[src/rtl/evt_acct_pkg.sv]
package evt_acct_pkg;
    localparam int CNT_W    = 6;
    localparam int REG_W    = 32;
    localparam int SIZE_W   = 24;
    localparam int DONE_LSB = 0;
    localparam int ACT_BIT  = 8;
    localparam int PROC_LSB = 16;
    localparam int IEN_BIT  = 29;

    typedef logic [CNT_W-1:0] cnt_t;

    typedef struct packed {
        cnt_t done;
        cnt_t proc;
        logic active;
    } evt_state_t;

    typedef enum logic [1:0] {
        WSEL_CFG  = 2'd0,
        WSEL_CNT  = 2'd1,
        WSEL_RES  = 2'd2,
        WSEL_NONE = 2'd3
    } word_sel_e;

    function automatic logic [REG_W-1:0] pack_counts(evt_state_t s);
        logic [REG_W-1:0] r;
        r = '0;
        r[DONE_LSB +: CNT_W] = s.done;
        r[ACT_BIT]           = s.active;
        r[PROC_LSB +: CNT_W] = s.proc;
        return r;
    endfunction
endpackage

[src/rtl/evt_counter.sv]
module evt_counter
    import evt_acct_pkg::*;
(
    input  logic       clk,
    input  logic       rst,
    input  logic       evt,
    input  logic       ack_wr,
    input  cnt_t       ack_proc,
    input  logic       ack_act,
    output evt_state_t st
);
    cnt_t done_n, proc_n;
    logic act_n;

    always_comb begin
        done_n = evt ? st.done + cnt_t'(1) : st.done;
        proc_n = ack_wr ? ack_proc : st.proc;
        if (evt)
            act_n = 1'b1;
        else if (ack_wr)
            act_n = ack_act | (done_n != proc_n);
        else
            act_n = st.active;
    end

    always_ff @(posedge clk) begin
        if (rst) begin
            st <= '0;
        end else begin
            st.done   <= done_n;
            st.proc   <= proc_n;
            st.active <= act_n;
        end
    end


    done_step_chk: assert property (@(posedge clk) disable iff (rst)
        evt |=> st.done == $past(st.done) + cnt_t'(1));

    done_hold_chk: assert property (@(posedge clk) disable iff (rst)
        !evt |=> $stable(st.done));

    evt_sets_flag_chk: assert property (@(posedge clk) disable iff (rst)
        evt |=> st.active);

    pending_flag_chk: assert property (@(posedge clk) disable iff (rst)
        (st.done != st.proc) |-> st.active);
endmodule

[src/rtl/xfer_residue.sv]
module xfer_residue
    import evt_acct_pkg::*;
#(
    parameter int BEAT_BYTES = 4
) (
    input  logic              clk,
    input  logic              rst,
    input  logic              start,
    input  logic [SIZE_W-1:0] size,
    input  logic              beat,
    output logic [SIZE_W-1:0] remain
);
    localparam logic [SIZE_W-1:0] BEAT_DEC = SIZE_W'(BEAT_BYTES);

    always_ff @(posedge clk) begin
        if (rst)
            remain <= '0;
        else if (start)
            remain <= size;
        else if (beat)
            remain <= remain - BEAT_DEC;
    end


    load_chk: assert property (@(posedge clk) disable iff (rst)
        start |=> remain == $past(size));

    count_down_chk: assert property (@(posedge clk) disable iff (rst)
        (beat && !start) |=> remain == $past(remain) - BEAT_DEC);
endmodule

[src/rtl/dma_evt_acct.sv]
module dma_evt_acct
    import evt_acct_pkg::*;
#(
    parameter int BEAT_BYTES = 4
) (
    input  logic              clk,
    input  logic              rst,
    input  logic              evt_pulse,
    input  logic              cmd_start,
    input  logic [SIZE_W-1:0] cmd_size,
    input  logic              beat_ok,
    input  logic              reg_wr,
    input  logic [1:0]        reg_addr,
    input  logic [REG_W-1:0]  reg_wdata,
    output logic [REG_W-1:0]  reg_rdata,
    output logic              irq
);
    word_sel_e         wsel;
    evt_state_t        st;
    logic [SIZE_W-1:0] remain;
    logic              ien;
    logic              cnt_wr;

    assign wsel   = word_sel_e'(reg_addr);
    assign cnt_wr = reg_wr && (wsel == WSEL_CNT);

    evt_counter u_cnt (
        .clk      (clk),
        .rst      (rst),
        .evt      (evt_pulse),
        .ack_wr   (cnt_wr),
        .ack_proc (reg_wdata[PROC_LSB +: CNT_W]),
        .ack_act  (reg_wdata[ACT_BIT]),
        .st       (st)
    );

    xfer_residue #(.BEAT_BYTES(BEAT_BYTES)) u_res (
        .clk    (clk),
        .rst    (rst),
        .start  (cmd_start),
        .size   (cmd_size),
        .beat   (beat_ok),
        .remain (remain)
    );

    always_ff @(posedge clk) begin
        if (rst)
            ien <= 1'b0;
        else if (reg_wr && wsel == WSEL_CFG)
            ien <= reg_wdata[IEN_BIT];
    end

    always_comb begin
        reg_rdata = '0;
        case (wsel)
            WSEL_CFG: reg_rdata[IEN_BIT] = ien;
            WSEL_CNT: reg_rdata = pack_counts(st);
            WSEL_RES: reg_rdata[SIZE_W-1:0] = remain;
            default:  reg_rdata = '0;
        endcase
    end

    assign irq = st.active & ien;


    irq_needs_flag_chk: assert property (@(posedge clk) disable iff (rst)
        irq |-> st.active);

    reset_quiet_chk: assert property (@(posedge clk)
        rst |=> !irq);
endmodule

[config.mk]
export PLATFORM = sky130hd
export DESIGN_NAME = dma_evt_acct
export DESIGN_NICKNAME = d
export VERILOG_FILES = /design/src/rtl/evt_acct_pkg.sv /design/src/rtl/evt_counter.sv /design/src/rtl/xfer_residue.sv /design/src/rtl/dma_evt_acct.sv
export SDC_FILE = /design/constraint.sdc
export NUM_CORES = 1
export LEC_CHECK = 0
export ABC_AREA = 1
export BUFFER_PORTS_ARGS = -buffer_cell sky130_fd_sc_hd__buf_2
export CAP_MARGIN = 10
export CORE_MARGIN = 4
export CORE_UTILIZATION = 48
export CTS_BUF_LIST = sky130_fd_sc_hd__clkbuf_16
export CTS_CLUSTER_SIZE = 12
export DETAILED_ROUTE_END_ITERATION = 12
export GPL_TIMING_DRIVEN = 0
export PLACE_DENSITY = 0.89
export RECOVER_POWER = 100
export SLEW_MARGIN = 20
export SYNTH_ARGS = -nofsm -noshare
export SYNTH_HDL_FRONTEND = slang
export SYNTH_SLANG_ARGS = --single-unit
[constraint.sdc]
create_clock -name clk -period 1.8 [get_ports clk]
set_input_delay 0 -clock clk [delete_from_list [all_inputs] [get_ports clk]]
set_output_delay 0 -clock clk [all_outputs]
set_load 0.1 [all_outputs]
==> run summary <==
Clock transition at path regs = 0.06 ns
final setup vio count = 0
met1 GRT Util = 27.48%
FFs w/ async S/R, synth = 0%
CP Data Arrival Time = 1.69 ns
Total GRT Usage = 23.03%
Detailed Routing Iterations Pass 1 = 5
Placer Congestion = 0.9200
Cell variety after synth = 34
Cell Area, Placed = 3072 sq um
vias = 2,960
Syn-to-layout area delta = 26.95%
fmax = 592.2 MHz
Iter 0 DRT Violations = 290
synthesized instance count = 416
Yosys reg bits = 38
design area = 3312 sq um
kind of critical path = in2out
initial core utilization = 50.44%
largest net degree at the start of global routing = 12
core area = 5172 sq um
RSZ-0062 raised after global routing = false
Root Buffer = clkbuf_16
average size of a mapped cell = 6.271 sq um
worst min-delay path category = in2reg
final WL = 7550 um
XOR/XNOR share of the synthesized area = 5.036%
reg2reg setup slack = 0.17 ns
vias in the first global route = 2,767
CTS tree = built
final hold violation count = 0
Adder-Cell Fraction of Synth Area = 2.398%
DP HPWL = 5592 um
Max H-tree Level = 2
io pins = 97
met2 GRT Util = 40.06%
Worst Max-Slew Pin Slew = 0.6229 ns
number of synthesized flops with an enable pin = 0
Tot Pwr = 2504 uW
first-pass GRT wire length = 11,960 um
port bufs = 63
Die W = 81.72 um
post-layout min period = 1.689 ns
mux share of post-synthesis cell area = 0%
P_leak = 0.001665 uW
die area = 6678 sq um
CP Max Fanout = 10
DR DRC count = 0
cell taking the most area after synthesis = dfxtp_1
Worst setup EP type = output port
Nets = 574
most frequent cell after synthesis = nand2_1
Avg WL per Cell = 13.11 um
largest family of logic cells by synthesized area = simple AND/OR/NAND/NOR gates
grt met3 use = 3.947%
layout cells sized above 1 = 21.94%
vias per cell = 5.139
GR peak layer = met2
Clock Sinks = 38
Compound-Gate Fraction of Synth Area = 14.92%
area fraction of the dominant cell type after synthesis = 29.16%
power per cell area = 755.9 nW/um^2
Synth Cell Area = 2609 sq um
CTS Buf Count = 5
Tcrit/Tclk final = 93.81%
Routed Antenna Nets = 0
Simple-Gate Fraction of Synth Area = 34.72%
outcome = complete, no violations
Row Count = 26
Max-slew headroom = 58.48%
top cells by area, synth = dfxtp_1 29%, nand2_1 19%, inv_1 7.3%, nor2_1 5.8%, a21oi_1 5.4%
initial antenna violation count = 0
die height = 81.72 um
Synth Warn # = 0
Top FF cell, synth = dfxtp_1
Clock Path Buffers = 2
WP data required = 1.80 ns
Synth top cells by count = 129 x nand2_1, 51 x inv_1, 40 x nor2_1, 38 x dfxtp_1, 28 x a21oi_1
Maximum Capacitance Violations = 0
post-synthesis sequential area ratio = 29.16%
clock latency at the later pin of the worst-skew pair = 0.28 ns
grt ovf = 0
Pins Over Slew Limit = 0
Diodes inserted = 0
VDD IR max = 0.3889 mV
crit path launch type = primary input
Setup Skew = 0.007769 ns
==> path summary, 6_finish.rpt <==
kind                   startpoint                to  cells past startpoint
setup / recovery      reg_addr[1]     reg_rdata[20]                      8
hold / removal        cmd_size[4]   u_res.remain[4]                      3
setup reg to reg  u_res.remain[4]  u_res.remain[21]                      9
hold reg to reg               ien               ien                      2
==> cell families after synthesis <==
kind of cell | Yosys count
buffers and inverters | 77
and+or+nand+nor | 213
other | 1
xor gates and xnor gates | 15
DFF | 38
adders and majority gates | 5
AOI/OAI and AO/OA | 67
==> through the flow <==
stage / TNS (ns) / utilization, % / instances / hold slack (ns) / worst slack [ns]
floorplan: -1.018 / - / 422 / 0.06941 / -0.3393
global placement: 0 / 59.39 / 555 / 0.2247 / 0.2531
detailed placement: 0 / 59.39 / 555 / 0.2317 / 0.1670
CTS: 0 / 64.37 / 575 / 0.007804 / 0.1508
global route: 0 / 64.03 / 576 / 0.02084 / 0.002686
finish: 0 / 64.03 / 576 / 0.004294 / 0.1114
==> per-layer routing <==
metal  vias up  part of all wire (%)
met3        25                   7.4
met5         -                     0
met1      1321                    42
met2       141                    48
li1       1473                     -
met4         0                   2.9
==> where the power goes <==
part / switching (uW) / leakage, uW / internal, uW / total [uW]
registers: 59.9 / 0.000313 / 894 / 954
clock network: 340 / 0.0000724 / 501 / 841
logic: 486 / 0.00128 / 222 / 708
==> state kept, by name (all words and copies together), names as in the netlist <==
name / count
u_res.remain: 24
ien: 1
u_cnt.st: 13
==> critical path: stages <==
cell and delay [ns]:
buf_2 0.11, inv_1 0.07, ha_1 0.15, clkbuf_8 0.15, clkbuf_1 0.34, nand2_1 0.15
a21oi_2 0.22, clkbuf_2 0.49
==> final cells by class <==
class                      count  area (sq um)
fill                         441          1861
tap                           70         87.58
sequential                    38         760.7
clock inverter                 3         12.51
buffer                        23         152.6
timing repair buffer          76         440.4
inverter                      54         202.7
multi-input combinational    307          1530
clock buffer                   5         125.1
==> placed cells by master, fill, tap and decap left out, drive strengths merged <==
master,Yosys,final
o21ai,17,17
or2,2,2
nand4,2,2
nor3,6,6
xnor2,6,6
a21oi,30,30
ha,5,5
clkbuf,13,34
dfxtp,38,38
clkinv,0,2
o21bai,2,2
nand3,18,18
nand2,135,135
a31oi,9,9
dlygate4sd3,0,12
inv,54,55
a22oi,8,8
conb,1,7
a211oi,1,1
buf,10,58
xor2,9,9
nand3b,1,1
nor2,49,49
==> repair_timing <==
action,in CTS,in global routing
hold endpoints to repair,12,0
resized for setup,0,0
hold buffers,12,0
endpoints found under the setup margin,0,1
setup buffers,0,1
Power figures use the tool's default switching activity.
